**config.mk**
```make
export PLATFORM = sky130hd
export DESIGN_NAME = pic_core
export DESIGN_NICKNAME = d
export VERILOG_FILES = /design/src/rtl/pic_pkg.sv /design/src/rtl/pic_prio_resolve.sv /design/src/rtl/pic_ctrl_fsm.sv /design/src/rtl/pic_core.sv
export SDC_FILE = /design/constraint.sdc
export NUM_CORES = 1
export LEC_CHECK = 0
export CORE_UTILIZATION = 45
export DETAILED_ROUTE_END_ITERATION = 10
export PLACE_DENSITY_LB_ADDON = 0.1
export RECOVER_POWER = 100
export SETUP_SLACK_MARGIN = 0.3
export SYNTH_ARGS = -nofsm -noshare
export SYNTH_HDL_FRONTEND = slang
export SYNTH_SLANG_ARGS = --single-unit
```
**constraint.sdc**
```tcl
create_clock -name clk -period 3.5 [get_ports clk]
set_clock_uncertainty 0.15 [all_clocks]
set_input_delay 0.7 -clock clk [delete_from_list [all_inputs] [get_ports clk]]
set_output_delay 0.7 -clock clk [all_outputs]
set_load 0.01 [all_outputs]
```
**src/rtl/pic_pkg.sv**
```systemverilog
package pic_pkg;
    localparam int unsigned BUS_W  = 8;
    localparam int unsigned NUM_IN = 8;

    typedef enum logic [2:0] {
        ST_UNINIT,
        ST_GET_BASE,
        ST_GET_CASC,
        ST_GET_MODE,
        ST_RUN
    } init_state_t;

    localparam logic [7:0] CMD_INIT    = 8'h11;
    localparam logic [7:0] CMD_SEL_REQ = 8'h0A;
    localparam logic [7:0] CMD_SEL_SVC = 8'h0B;
    localparam logic [4:0] CMD_EOI_TOP = 5'b01100;
endpackage

```
**src/rtl/pic_prio_resolve.sv**
```systemverilog
module pic_prio_resolve #(
    parameter int unsigned N  = 8,
    parameter int unsigned LW = $clog2(N)
) (
    input  logic [N-1:0]  pend,
    input  logic [N-1:0]  insvc,
    output logic          hit,
    output logic [LW-1:0] level
);
    logic found;
    logic blocked;

    always_comb begin
        found = 1'b0;
        level = '0;
        for (int i = N - 1; i >= 0; i--) begin
            if (pend[i]) begin
                found = 1'b1;
                level = LW'(i);
            end
        end
        blocked = 1'b0;
        for (int i = 0; i < N; i++) begin
            if (insvc[i] && (LW'(i) <= level)) blocked = 1'b1;
        end
        hit = found && !blocked;
    end
endmodule

```
**src/rtl/pic_ctrl_fsm.sv**
```systemverilog
module pic_ctrl_fsm
    import pic_pkg::*;
#(
    parameter int unsigned DW = BUS_W
) (
    input  logic          clk,
    input  logic          rst_n,
    input  logic          wr_en,
    input  logic          addr,
    input  logic [DW-1:0] wdata,
    output init_state_t   state,
    output logic [DW-1:0] base_q,
    output logic [DW-1:0] casc_q,
    output logic          aeoi_q,
    output logic          sel_svc_q,
    output logic          init_go,
    output logic          init_fin,
    output logic          mask_wr,
    output logic          eoi_go,
    output logic [2:0]    eoi_lvl
);
    init_state_t nxt;
    logic cmd_wr, dat_wr;

    assign cmd_wr  = wr_en && !addr;
    assign dat_wr  = wr_en && addr;
    assign eoi_lvl = wdata[2:0];

    always_comb begin
        nxt      = state;
        init_go  = cmd_wr && (wdata == CMD_INIT);
        init_fin = 1'b0;
        mask_wr  = 1'b0;
        eoi_go   = 1'b0;
        unique case (state)
            ST_UNINIT:   ;
            ST_GET_BASE: if (dat_wr) nxt = ST_GET_CASC;
            ST_GET_CASC: if (dat_wr) nxt = ST_GET_MODE;
            ST_GET_MODE: if (dat_wr) begin
                nxt      = ST_RUN;
                init_fin = 1'b1;
            end
            ST_RUN: begin
                mask_wr = dat_wr;
                eoi_go  = cmd_wr && (wdata[7:3] == CMD_EOI_TOP);
            end
            default: nxt = ST_UNINIT;
        endcase
        if (init_go) nxt = ST_GET_BASE;
    end

    always_ff @(posedge clk or negedge rst_n) begin
        if (!rst_n) state <= ST_UNINIT;
        else        state <= nxt;
    end

    always_ff @(posedge clk or negedge rst_n) begin
        if (!rst_n) begin
            base_q    <= '0;
            casc_q    <= '0;
            aeoi_q    <= 1'b0;
            sel_svc_q <= 1'b0;
        end else begin
            if (state == ST_GET_BASE && dat_wr) base_q <= wdata;
            if (state == ST_GET_CASC && dat_wr) casc_q <= wdata;
            if (state == ST_GET_MODE && dat_wr) aeoi_q <= wdata[1];
            if (init_fin) sel_svc_q <= 1'b0;
            else if (state == ST_RUN && cmd_wr) begin
                if (wdata == CMD_SEL_REQ) sel_svc_q <= 1'b0;
                if (wdata == CMD_SEL_SVC) sel_svc_q <= 1'b1;
            end
        end
    end
endmodule

```
**src/rtl/pic_core.sv**
```systemverilog
module pic_core
    import pic_pkg::*;
#(
    parameter int unsigned DW = BUS_W,
    parameter int unsigned NI = NUM_IN,
    localparam int unsigned LW = $clog2(NI)
) (
    input  logic          clk,
    input  logic          rst_n,
    input  logic          bus_wr,
    input  logic          bus_addr,
    input  logic [DW-1:0] bus_wdata,
    output logic [DW-1:0] bus_rdata,
    input  logic          slave_mode,
    input  logic [LW-1:0] casc_in,
    input  logic [NI-1:0] req_in,
    output logic          irq_out,
    input  logic          ack_stb,
    output logic [DW-1:0] vec_out,
    output logic          vec_valid,
    output logic [LW-1:0] casc_out,
    output logic          casc_drive
);
    init_state_t   state;
    logic [DW-1:0] base_q, casc_q;
    logic          aeoi_q, sel_svc_q, init_go, init_fin, mask_wr, eoi_go;
    logic [2:0]    eoi_lvl;
    logic [NI-1:0] irr, isr, imr, req_q, rise, win_oh, eoi_oh;
    logic          hit, run, my_turn, responding, serve, to_slave;
    logic [LW-1:0] win;

    pic_ctrl_fsm #(.DW(DW)) u_fsm (
        .clk(clk), .rst_n(rst_n), .wr_en(bus_wr), .addr(bus_addr),
        .wdata(bus_wdata), .state(state), .base_q(base_q), .casc_q(casc_q),
        .aeoi_q(aeoi_q), .sel_svc_q(sel_svc_q), .init_go(init_go),
        .init_fin(init_fin), .mask_wr(mask_wr), .eoi_go(eoi_go),
        .eoi_lvl(eoi_lvl)
    );

    pic_prio_resolve #(.N(NI), .LW(LW)) u_prio (
        .pend(irr & ~imr), .insvc(isr), .hit(hit), .level(win)
    );

    assign run        = (state == ST_RUN);
    assign rise       = req_in & ~req_q;
    assign win_oh     = NI'(1) << win;
    assign eoi_oh     = eoi_go ? (NI'(1) << eoi_lvl) : '0;
    assign my_turn    = slave_mode ? (casc_in == casc_q[LW-1:0]) : 1'b1;
    assign responding = ack_stb && run && my_turn;
    assign serve      = responding && hit;
    assign to_slave   = !slave_mode && casc_q[win];
    assign irq_out    = run && hit;
    assign bus_rdata  = bus_addr ? DW'(imr) : (sel_svc_q ? DW'(isr) : DW'(irr));

    always_ff @(posedge clk or negedge rst_n) begin
        if (!rst_n) begin
            req_q <= '0;
            irr   <= '0;
            isr   <= '0;
            imr   <= '1;
        end else begin
            req_q <= req_in;
            irr   <= (init_go ? '0 : (irr & ~(serve ? win_oh : '0))) | rise;
            if (init_go) isr <= '0;
            else         isr <= (isr & ~eoi_oh) | ((serve && !aeoi_q) ? win_oh : '0);
            if (init_fin)     imr <= '1;
            else if (mask_wr) imr <= bus_wdata[NI-1:0];
        end
    end

    always_ff @(posedge clk or negedge rst_n) begin
        if (!rst_n) begin
            vec_out    <= '0;
            vec_valid  <= 1'b0;
            casc_out   <= '0;
            casc_drive <= 1'b0;
        end else if (ack_stb) begin
            vec_valid  <= responding && !(serve && to_slave);
            vec_out    <= {base_q[DW-1:LW], serve ? win : LW'(NI - 1)};
            casc_drive <= serve && to_slave;
            casc_out   <= win;
        end
    end
endmodule

```
=== Yosys cells after proc, flatten, opt, wreduce, memory -nomap -nowiden ===
Index checks and enable logic that the tools add are counted.

* Flip-flop bits (word level): 66
* Input bits: 25
* Output and inout bits: 22
* Logic and storage cells: 134

* $lt $le $gt $ge: 9
* Equal/unequal tests: 13
* Shift operators: 2
* Muxes and demuxes: 50
* Bitwise logic cells: 10
* Reductions and logical operators: 37

{| class="wikitable"
|+ Operator list
! operator !! count
|-
| $mux 8 || 9
|-
| $mux 3 || 13
|-
| $and 8x8->8 || 4
|-
| $not 8->8 || 4
|-
| $mux 1 || 26
|-
| $logic_and 1x1->1 || 25
|-
| $eq 8x4->1 const B || 2
|-
| $or 8x8->8 || 2
|-
| $shl 1x3->8 const A || 2
|-
| $le 3x3->1 const A || 4
|-
| $pmux 3 s4 || 1
|-
| $ne 3x2->1 const B || 3
|-
| $eq 8x5->1 const B || 1
|-
| $eq 3x2->1 const B || 2
|-
| $le 1x3->1 const A || 2
|-
| $le 2x3->1 const A || 2
|-
| $eq 5x4->1 const B || 1
|-
| $logic_not 1->1 || 5
|-
| $lt 3x4->1 const B || 1
|-
| $reduce_and 4->1 || 1
|-
| $reduce_bool 2->1 || 2
|-
| $bmux 1 s3 || 1
|-
| $eq 3x1->1 const B || 1
|-
| $eq 3x3->1 || 1
|-
| other kinds (6) || 6
|}

=== Logic depth before layout (Yosys ltp) ===
Gate-level depths: netlist of run 1.

* Word-level depth: 28
* Gate-level depth with buffers: 9
* Mapped depth without buffers: 7

=== Hierarchy ===
From an unflattened synthesis of run 1, not the netlist that was laid out.

* Cells, all modules: 292
* Area total of the unflattened synthesis: 3311.9 µm²

{| class="wikitable"
|+ By module, submodules not included
! module !! times used !! cells each !! area each (µm²) !! sequential area each (µm²)
|-
| pic_core || 1 || 196 || 2165.8 || 1136.1
|-
| pic_ctrl_fsm || 1 || 71 || 982.2 || 525.5
|-
| pic_prio_resolve || 1 || 25 || 163.9 || 0.0
|}

=== Worst setup path after synthesis of run 1 ===
OpenSTA, ideal clock, no wires.

* Path kind: register to output
* Start point: register imr[4]
* End point: output port irq_out
* Arrival: 1.814 ns
* Data required time: 2.650 ns
* Path slack: 0.836 ns
* Cell stages (with the launch flop): 7
* Path buffers: 0
* Cell sequence: dfstp_2 -> and2b_1 -> a221oi_1 -> o211ai_1 -> a211oi_1 -> or3_1 -> inv_1

* Longest elaborated chain between the ends: 20
* Elaborated cells on any way between the ends: 39
* Classes of those cells: order compare: 8; mux: 18; bitwise: 2; reduce/logical: 11

{| class="wikitable"
|+ Ends and longest elaborated chain
! what !! line !! source
|-
| start, declared || pic_core.sv:28 || <nowiki>logic [NI-1:0] irr, isr, imr, req_q, rise, win_oh, eoi_oh;</nowiki>
|-
| start signal, assigned || pic_core.sv:67 || <nowiki>else if (mask_wr) imr <= bus_wdata[NI-1:0];</nowiki>
|-
| $not 8->8 * || pic_core.sv:41 || <nowiki>.pend(irr & ~imr), .insvc(isr), .hit(hit), .level(win)</nowiki>
|-
| $and 8x8->8 * || pic_core.sv:41 ||
|-
| $mux 3 (5 in a row) || pic_prio_resolve.sv:17 || <nowiki>if (pend[i]) begin</nowiki>
|-
| $le 1x3->1 || pic_prio_resolve.sv:24 || <nowiki>if (insvc[i] && (LW'(i) <= level)) blocked = 1'b1;</nowiki>
|-
| $logic_and 1x1->1 || pic_prio_resolve.sv:24 ||
|-
| $mux 1 (8 in a row) || pic_prio_resolve.sv:24 ||
|-
| $logic_not 1->1 || pic_prio_resolve.sv:26 || <nowiki>hit = found && !blocked;</nowiki>
|-
| $logic_and 1x1->1 * || pic_prio_resolve.sv:26 ||
|-
| $logic_and 1x1->1 * || pic_core.sv:52 || <nowiki>assign irq_out = run && hit;</nowiki>
|-
| end, declared || pic_core.sv:17 || <nowiki>output logic irq_out,</nowiki>
|}

Mark *: on every way between the ends. The rest lies on a longest branch, timed or not.

=== Final worst setup path of run 1 ===
* Start point: input port bus_addr
* End point: output port bus_rdata[4]

* Longest elaborated chain between the ends: 1

{| class="wikitable"
|+ Ends and longest elaborated chain
! what !! line !! source
|-
| start, declared || pic_core.sv:11 || <nowiki>input logic bus_addr,</nowiki>
|-
| $mux 8 || pic_core.sv:53 || <nowiki>assign bus_rdata = bus_addr ? DW'(imr) : (sel_svc_q ? DW'(isr) : DW'(irr));</nowiki>
|-
| end, declared || pic_core.sv:13 || <nowiki>output logic [DW-1:0] bus_rdata,</nowiki>
|}

Every way passes these cells.

==> reports/qor.csv, run 1 <==
stage;metric;value;unit
outcome;status;complete, but fails checks;
outcome;violations;max-capacitance violations, max-slew violations;
drt;via_per_inst;5.65;
worst_setup_path;cp.arrival;2330;ps
cts;clockBufferDepth;2;
worst_setup_path;worstPathMaxFanout;21;
yosys;synth_cells;297;
timing;fmax;315;MHz
yosys;ys_ff_latch;63;
power;power.density;525;mW/mm2
worst_setup_path;cp_top_family;buffers and inverters;
drt;wl_per_cell;17.7;um
die;die_height;85.6;um
timing;slew_headroom;-60.5;%
drt;antenna_left;0;
drt;num_vias;2611;
yosys;syn_avg_cell_area;10.6;um2
timing;report.final.slew_viol_count;47;
power;p_leak;1.70;nW
global_route;gr-total-overflow;0;
cells_and_area;fin_nets;386;
die;rows;30;
cells_and_area;antenna_cells;0;
timing;min_period_over_period;90.8;%
worst_setup_path;worst_setup_path_start_kind;input port;
yosys;ys_warn_count;0;
placement;globalplace.congestion;0.915;
cts;cts_tree;yes;
global_route;grt_start_max_net_pins;47;
worst_setup_path;critPathMostFrequentCell;dlygate4sd3_1;
timing;finalSetupViolations;0;
timing;grt_setup_unrepaired;false;
worst_setup_path;cp_cell_sequence;dlygate4sd3_1 > buf_4 > o21ai_0 > dlygate4sd3_1;
worst_setup_path;critPathCaptureType;primary output;
yosys;ys_seq_area_share;50.4;%
global_route;track_usage;24.3;%
placement;io_buffers;46;
global_route;grt_pass1_wl;13300;um
min_path;hold_path_class;register to register;
cts;ctsHtreeMaxLevel;3;
die;pin_count;47;
yosys;ys_types;53;
yosys;synth_nets;322;
timing;tns;0;ps
cts;path_clk_slew;80;ps
worst_setup_path;critPathRequiredTime;2650;ps
worst_setup_path;cpPeakStageDelay;640;ps
worst_setup_path;crit_slowest_cell;dlygate4sd3_1;
yosys;async_flop_share;100;%
drt;firstDrtPassIters;6;
worst_setup_path;cp_num_buf_inv;3;
worst_setup_path;timing_worst_setup_path_type;input port to primary output;
drt;drc;0;
timing;fin_crit;3180;ps
placement;place_ws;258;ps
run;maxCapViolCount;1;
cts;cts_hold_buf;0;
yosys;synth_ff_type;dfrtp_1;
global_route;grt_antenna_before_repair;0;
yosys;synth-edff-count;0;
drt;drt_iter0_markers;221;
cts;cts.sink_count;63;
timing;setup_slack;321;ps
cts;clockRootBuffer;clkbuf_8;
cells_and_area;fill_cells;602;
cells_and_area;final_layout_size_suffix_gt1_share;20.5;%
die;die_w;85.6;um
cells_and_area;multi_input_area;0.00152;mm2
power;ir_drop;299;uV
timing;hold_viol;0;
yosys;syn_area;0.00315;mm2
global_route;grt_pass1_vias;2570;
die;initial_core_util;46.3;%
placement;dp_hpwl;5930;um
cts;worst_skew_pair.late_latency;350;ps
cells_and_area;register_area;0.00159;mm2
die;dieArea;0.00733;mm2
cells_and_area;syn2layout_area_growth;28.7;%
drt;wl;8170;um
timing;worst_pin_slew;2410;ps
cts;cts_buffers;9;
die;core_area;0.00679;mm2
[repair_timing]
action                     in CTS  in global routing
pin swaps                       4                  4
cloned                          0                  0
hold endpoints to repair        0                  0
setup endpoints to repair       1                  1
gates resized for setup         8                  4
setup buffers                   2                  3
[layout by cell type (no fill, tap or decap), drive strengths merged, types with 3 or more instances in the layout]
master         count
a21oi             18
a22oi              4
and2b              3
buf               11
clkbuf            18
clkdlybuf4s50     11
dfrtp             55
dfstp              8
dlygate4sd3       33
inv               13
mux2              21
mux2i             11
nand2             20
nand2b            12
nand3              8
nor2              25
nor2b              6
nor3               3
nor4               5
o211ai            10
o21ai             20
o311ai             7
o41ai              8
xor2               3
[Yosys cell counts, types with 3 or more instances]
| cell type | n | area share, % |
|---|---|---|
| nor2b_1 | 4 | 0.79 |
| and2b_1 | 3 | 0.72 |
| nand2_1 | 20 | 2.4 |
| a21oi_1 | 18 | 2.9 |
| mux2_2 | 21 | 7.5 |
| o41ai_1 | 8 | 2.2 |
| inv_1 | 10 | 1.2 |
| a22oi_1 | 4 | 0.95 |
| nor4_1 | 4 | 0.79 |
| dfrtp_1 | 55 | 44 |
| o21ai_0 | 17 | 2.7 |
| mux2i_1 | 11 | 3.5 |
| dfstp_2 | 8 | 6.7 |
| o211ai_1 | 10 | 2.4 |
| nor2_1 | 25 | 3.0 |
| clkbuf_1 | 10 | 1.2 |
| nor3_1 | 3 | 0.48 |
| o21ai_1 | 3 | 0.48 |
| xor2_1 | 3 | 0.83 |
| o311ai_0 | 4 | 1.1 |
| nand3_1 | 8 | 1.3 |
| nand2b_1 | 9 | 1.8 |
[cell type report]
class / count / share of cell area (%)
sequential: 63 / 39.2
multi-input combinational: 213 / 37.6
timing repair buffer: 64 / 13.8
clock buffer: 9 / 3.06
tap: 96 / 2.96
clock inverter: 7 / 2.53
inverter: 10 / 0.926
[final timing paths]
check	startpoint	to	slack (ps)	cells past startpoint
min in group asynchronous	rst_n	irr[6]	940	1
worst min-delay path	req_q[3]	irr[3]	270	1
max in group asynchronous	rst_n	u_fsm.casc_q[5]	780	2
worst max-delay path	bus_addr	bus_rdata[4]	320	4
worst min register to register	req_q[3]	irr[3]	270	1
worst max register to register	imr[4]	irr[3]	550	10
[report_power, final]
part	switching, mW	leakage [nW]	internal (mW)
Sequential	0.0773	0.753	0.813
Combinational	0.278	0.833	0.234
Clock	0.315	0.111	0.409
[layer usage]
layer | global-route usage, % | share of wire (%) | up-vias
met4 | 9.24 | 2.4 | 0
met3 | 5.58 | 5.7 | 22
met1 | 32.1 | 44 | 1272
met2 | 39.2 | 48 | 85
li1 | - | - | 1232
met5 | 0 | 0 | -
[flip-flops by register name (all words and copies together) (netlist names), 3 cells and up]
signal	flops
imr	8
irr	8
isr	8
req_q	8
u_fsm.casc_q	8
vec_out	8
u_fsm.base_q	5
casc_out	3
u_fsm.state	3
[worst reg2reg max path, cell delays in order, from the launching register on]
cell	delay (ps)
dfstp_2	550
nand2b_4	140
nand4_4	120
buf_4	170
o21ai_0	190
a211oi_2	80
buf_4	140
buf_4	130
or4_1	630
o311ai_0	390
o21ai_1	110
[stage by stage]
stage                     util (%)  cells  instance area (um2)  total power [mW]  hold WS [ps]
after floorplan                  -    297                 3150              1.17           242
after global placement        55.6    441                 3780              1.40           247
after detailed placement      55.6    441                 3780              1.40           251
after CTS                     59.8    459                 4060              2.15           267
after global routing          59.6    462                 4050              2.23           273
final                         59.6    462                 4050              2.13           265
[kinds of logic after synthesis]
group,share of synthesized area (%)
AO/OA/AOI/OAI,17.7
XOR/XNOR,1.11
buffers and inverters,2.54
flip-flops,50.4
multiplexers,11.0
AND/OR/NAND/NOR,17.2
Note: power is estimated with default switching activity, not from simulation.
==> run 2, diff against run 1 <==
--- a/config.mk
+++ b/config.mk
@@ -5,6 +5,7 @@
 export SDC_FILE = /design/constraint.sdc
 export NUM_CORES = 1
 export LEC_CHECK = 0
+export CORE_MARGIN = 10
 export CORE_UTILIZATION = 45
 export DETAILED_ROUTE_END_ITERATION = 10
 export PLACE_DENSITY_LB_ADDON = 0.1
@@ -13,3 +14,4 @@
 export SYNTH_ARGS = -nofsm -noshare
 export SYNTH_HDL_FRONTEND = slang
 export SYNTH_SLANG_ARGS = --single-unit
+export TNS_END_PERCENT = 10
==> run 2 against run 1 <==
  * The run still ends with max-capacitance violations, max-slew violations left
  * Final cell count grew 0.65%
  * Clock-buffer cell count stayed put
  * First-iteration DRC count is 37% lower
  * Power shrank 2.5%
  * Critical path depth rose by 3
  * Design area decreased by 0.34%
  * Worst setup slack got worse by 95 ps
  * Sequential share of layout area is 0.13 points higher
  * Critical path type is now register to primary output
==> reports/qor.csv, run 2 (synthesis gave the netlist of run 1 again) <==
stage;metric;value;unit;change
timing;hold_ws;255;ps;-10.3 ps
cells_and_area;layout_commonest_cell;dfrtp_1;;
cts;ctsHtreeMaxLevel;3;;unchanged
timing;worst_pin_slew;2370;ps;-37.6 ps
die;rows;30;;unchanged
drt;wl_per_cell;18.4;um;+3.9%
cells_and_area;syn2layout_area_growth;28.3;%;
die;pin_count;47;;unchanged
placement;dp_hpwl;6370;um;+7.3%
global_route;grt_pass1_vias;2604;;+1.3%
cells_and_area;antenna_cells;0;;unchanged
worst_setup_path;cp-startpoint;imr[7];;
cells_and_area;final_cell_mix;dfrtp_1, dlygate4sd3_1, nor2_1;;
timing;report.final.slew_viol_count;46;;-2.1%
cts;worst_skew_pair.late_latency;340;ps;about the same
worst_setup_path;r2r-start;imr[7];;
timing;hold_viol;0;;unchanged
drt;num_vias;2607;;-0.15%
placement;io_buffers;46;;unchanged
power;p_leak;1.69;nW;-0.54%
power;power.density;514;mW/mm2;-2.2%
global_route;track_usage;16.1;%;-8.2 points
outcome;status;complete, but fails checks;;
cts;path_clk_slew;80;ps;about the same
timing;min_period_over_period;93.5;%;+2.7 points
worst_setup_path;critPathCaptureType;primary output;;
drt;drt_iter0_markers;140;;-37%
cts;cts_buffers;9;;unchanged
worst_setup_path;timing_worst_setup_path_type;register to primary output;;
cts;cts_tree;yes;;
cells_and_area;stdcell_area;0.00404;mm2;-0.34%
timing;finalSetupViolations;0;;unchanged
worst_setup_path;worst_setup_path_start_kind;register;;
cells_and_area;final_util;59.4;%;-0.20 points
global_route;gr-total-overflow;0;;unchanged
drt;firstDrtPassIters;4;;-2
die;die_height;104;um;+21%
drt;route.met2.wl;4240;um;+7.5%
die;core_area;0.00679;mm2;unchanged
run;maxCapViolCount;1;;unchanged
drt;wl;8550;um;+4.6%
min_path;hold_path_class;register to register;;
cells_and_area;fill_cells;610;;+1.3%
drt;top_layer;met4;;
placement;placed_area;0.00379;mm2;+0.40%
drt;via_per_inst;5.61;;-0.80%
placement;place_ws;289;ps;+31.3 ps
drt;dr_wl_met3;490;um;+6.1%
timing;setup_slack;226;ps;-94.6 ps
timing;fmax;305;MHz;-2.9%
die;dieArea;0.0107;mm2;+46%
die;die_w;104;um;+21%
cts;clockRootBuffer;clkbuf_8;;
placement;globalplace.congestion;0.943;;+3.0%
min_path;worstHoldStart;req_q[3];;
global_route;grt_antenna_before_repair;0;;unchanged
drt;drt-met1-wl;3700;um;+3.6%
cells_and_area;final_layout_size_suffix_gt1_share;20.1;%;-0.44 points
worst_setup_path;cp.arrival;2420;ps;+90 ps
timing;tns;0;ps;unchanged
global_route;grt_pass1_wl;14100;um;+5.6%
cts;clockBufferDepth;2;;unchanged
global_route;grt_start_max_net_pins;46;;-2.1%
timing;grt_setup_unrepaired;true;;
drt;antenna_left;0;;unchanged
power;ir_drop;268;uV;-10%
worst_setup_path;worstPathMaxFanout;7;;-67%
outcome;violations;max-capacitance violations, max-slew violations;;
cells_and_area;fin_nets;389;;+0.78%
timing;fin_crit;3270;ps;+94.6 ps
die;initial_core_util;46.3;%;unchanged
drt;drc;0;;unchanged
worst_setup_path;critPathRequiredTime;2650;ps;about the same
cts;cts.sink_count;63;;unchanged
timing;slew_headroom;-58.0;%;+2.5 points
run 2: changes by cell type in the layout (fill, tap and decap cells not counted), sizes merged:
cell           change
clkdlybuf4s15      +1
buf                -2
clkdlybuf4s50      +1
inv                -2
dlygate4sd3        -2
bufinv             -1
clkinvlp           +1
clkinv             +2
clkbuf             +5
run 2: power by group:
group	switching [mW]	total (mW)	leakage, nW	internal [mW]
registers	0.0825	0.895	0.753	0.813
clock network	0.307	0.636	0.0956	0.330
logic	0.286	0.542	0.839	0.256
run 2: stage by stage:
step           power [mW]  instances
2_1_floorplan        1.17        297
3_3_place_gp         1.41        443
3_5_place_dp         1.41        443
4_1_cts              2.10        465
5_1_grt              2.18        465
6_report             2.07        465
run 2: final timing paths:
path                                         to  slack (ps)  cells after the start
worst max-delay path                    irq_out         230                      7
worst min-delay path                     irr[3]         260                      1
worst max register to register           irr[3]         230                     12
worst min register to register           irr[3]         260                      1
max in group asynchronous       u_fsm.base_q[5]         800                      2
min in group asynchronous              req_q[2]         920                      1
run 2: area by class of cell:
type / count / area, um2 / share of cell area [%]
Multi-Input combinational cell: 213 / 1520 / 37.7
Sequential cell: 63 / 1590 / 39.3
Clock inverter: 7 / 72.6 / 1.80
Clock buffer: 9 / 124 / 3.07
Tap cell: 96 / 120 / 2.97
Timing Repair Buffer: 67 / 577 / 14.3
Inverter: 10 / 37.5 / 0.930
run 2: worst max-delay path, cell delays in order (launching register included):
cell and delay, ps:
dfstp_1 580, nand2b_4 180, nand4_4 160, o311ai_2 250, o211ai_1 200, or3_4 430
inv_1 60, clkdlybuf4s15_2 210
run 2: what timing repair did:
item	CTS	global route
gates resized for setup	11	5
setup endpoints to repair	2	24
hold endpoints to repair	0	0
hold buffers	0	0
buffers inserted	6	0
pin swaps	1	2
run 2: layer usage:
layer / vias to the layer above / track usage (%)
met5: - / 0
met2: 93 / 26.0
li1: 1244 / -
met1: 1256 / 19.9
met3: 14 / 4.52
met4: 0 / 5.75
==> run 3, diff against run 2 <==
--- a/config.mk
+++ b/config.mk
@@ -14,4 +14,4 @@
 export SYNTH_ARGS = -nofsm -noshare
 export SYNTH_HDL_FRONTEND = slang
 export SYNTH_SLANG_ARGS = --single-unit
-export TNS_END_PERCENT = 10
+export TNS_END_PERCENT = 100
==> run 3 against run 2 <==
  * The flow still finishes with violations (max-capacitance violations, max-slew violations)
  * Die area did not move
  * Sequential cell count did not move
  * Power rose by 0.89%
  * Fmax fell by 0.22%
  * Via count fell by 0.38%
  * Utilization rose by 0.85 points
  * Clock-buffer cell count did not move
  * Non-clock buffer count rose by 2
  * Critical path depth did not move
  * Largest cell class unchanged
==> reports/qor.csv, run 3 (synthesis gave the netlist of run 1 again) <==
stage;metric;value;unit;change
cts;ctsHtreeMaxLevel;3;;unchanged
cts;worst_skew_pair.late_latency;340;ps;about the same
cts;cts.sink_count;63;;unchanged
global_route;grt_start_max_net_pins;46;;unchanged
die;die_height;104;um;unchanged
cells_and_area;fill_cells;603;;-1.1%
global_route;grt_pass1_wl;14100;um;unchanged
worst_setup_path;cp.arrival;2430;ps;about the same
die;die_w;104;um;unchanged
drt;drt_iter0_markers;158;;+13%
global_route;track_usage;16.1;%;unchanged
placement;globalplace.congestion;0.943;;unchanged
worst_setup_path;critPathRequiredTime;2650;ps;about the same
drt;wl_per_cell;18.4;um;about the same
drt;firstDrtPassIters;4;;unchanged
outcome;status;complete, but fails checks;;
drt;drc;0;;unchanged
power;ir_drop;266;uV;-0.72%
timing;hold_viol;0;;unchanged
timing;worst_pin_slew;2350;ps;-19.7 ps
drt;num_vias;2597;;-0.38%
timing;report.final.slew_viol_count;46;;unchanged
placement;dp_hpwl;6370;um;unchanged
timing;fmax;305;MHz;-0.22%
timing;min_period_over_period;93.7;%;+0.20 points
worst_setup_path;timing_worst_setup_path_type;register to primary output;;
die;core_area;0.00679;mm2;unchanged
cells_and_area;antenna_cells;0;;unchanged
placement;io_buffers;46;;unchanged
die;pin_count;47;;unchanged
cells_and_area;fin_nets;391;;+0.51%
timing;finalSetupViolations;0;;unchanged
cts;cts_tree;yes;;
drt;via_per_inst;5.56;;-0.81%
power;p_leak;1.73;nW;+2.3%
global_route;grt_pass1_vias;2604;;unchanged
cells_and_area;syn2layout_area_growth;30.1;%;
die;initial_core_util;46.3;%;unchanged
cells_and_area;register_area;0.00159;mm2;unchanged
timing;tns;0;ps;unchanged
cells_and_area;multi_input_area;0.00156;mm2;+2.5%
cts;clockRootBuffer;clkbuf_8;;
outcome;violations;max-capacitance violations, max-slew violations;;
cells_and_area;final_layout_size_suffix_gt1_share;21.8;%;+1.8 points
die;dieArea;0.0107;mm2;unchanged
run;maxCapViolCount;1;;unchanged
cells_and_area;layout_commonest_cell;dfrtp_1;;
min_path;hold_path_class;register to register;;
power;power;2.09;mW;+0.89%
cells_and_area;final_cell_mix;dfrtp_1, dlygate4sd3_1, nor2_1;;
cts;clockBufferDepth;2;;unchanged
global_route;grt_antenna_before_repair;0;;unchanged
worst_setup_path;worst_setup_path_start_kind;register;;
cts;cts_buffers;9;;unchanged
power;power.density;511;mW/mm2;-0.52%
worst_setup_path;worstPathMaxFanout;5;;-2
timing;fin_crit;3280;ps;+7.11 ps
drt;antenna_left;0;;unchanged
die;rows;30;;unchanged
cts;path_clk_slew;80;ps;about the same
global_route;gr-total-overflow;0;;unchanged
worst_setup_path;critPathCaptureType;primary output;;
worst_setup_path;reg2reg_slack;250;ps;+20 ps
timing;grt_setup_unrepaired;true;;
timing;slew_headroom;-56.6;%;+1.3 points
drt;wl;8580;um;+0.40%
==> run 3: cell count changes in the layout (fill, tap and decap cells not counted), sizes merged <==
cell / change
buf: +3
clkbuf: -1
clkdlybuf4s15: -1
clkdlybuf4s50: +1
dlygate4sd2: +1
dlygate4sd3: -1
==> run 3: through the flow <==
step	setup slack [ps]	util [%]	instances	instance area (um2)	hold slack [ps]
floorplan	836	-	297	3150	242
global placement	300	55.8	443	3790	245
detailed placement	289	55.8	443	3790	259
CTS	277	60.1	465	4080	260
global route	126	60.3	467	4100	267
finish	219	60.3	467	4100	251
==> run 3: area by class of cell <==
cell class / instances / share of cell area [%]
Inverter: 10 / 0.917
Clock inverter: 7 / 1.77
Multi-Input combinational cell: 213 / 38.0
Timing Repair Buffer: 69 / 14.6
Clock buffer: 9 / 3.02
Sequential cell: 63 / 38.7
Tap cell: 96 / 2.93
==> run 3: routing by layer <==
metal | track usage (%) | share of wire (%) | vias up
met4 | 5.75 | 2.3 | 0
met2 | 26.0 | 50 | 79
li1 | - | - | 1247
met5 | 0 | 0 | -
met3 | 4.52 | 4.8 | 22
met1 | 19.9 | 43 | 1249
==> run 3: path summary, 6_finish.rpt <==
path,from,endpoint,cells after the start
min in group asynchronous,rst_n,req_q[2],1
hold / removal,req_q[3],irr[3],1
setup / recovery,imr[0],irq_out,7
setup reg to reg,imr[6],irr[7],12
hold reg to reg,req_q[3],irr[3],1
max in group asynchronous,rst_n,u_fsm.base_q[5],2
==> run 3: where the power goes <==
part / internal, mW / leakage (nW) / total [mW] / switching [mW]
clock network: 0.330 / 0.0956 / 0.635 / 0.305
registers: 0.813 / 0.753 / 0.896 / 0.0824
logic: 0.266 / 0.878 / 0.562 / 0.295
total: 1.41 / 1.73 / 2.09 / 0.683
==> run 3: what timing repair did <==
| action | 4_1_cts | 5_1_grt |
|---|---|---|
| resized for setup | 12 | 13 |
| buffers inserted | 6 | 2 |
| pin swaps | 1 | 9 |
| endpoints found under the setup margin | 2 | 16 |
| hold buffers | 0 | 0 |
==> run 3: worst max-delay path: stages (launching register included) <==
cell and delay [ps]:
dfstp_2 570, and2b_2 270, a211oi_1 430, nand2_2 170, a211oi_2 320, or3_4 180, inv_2 30, buf_6 110
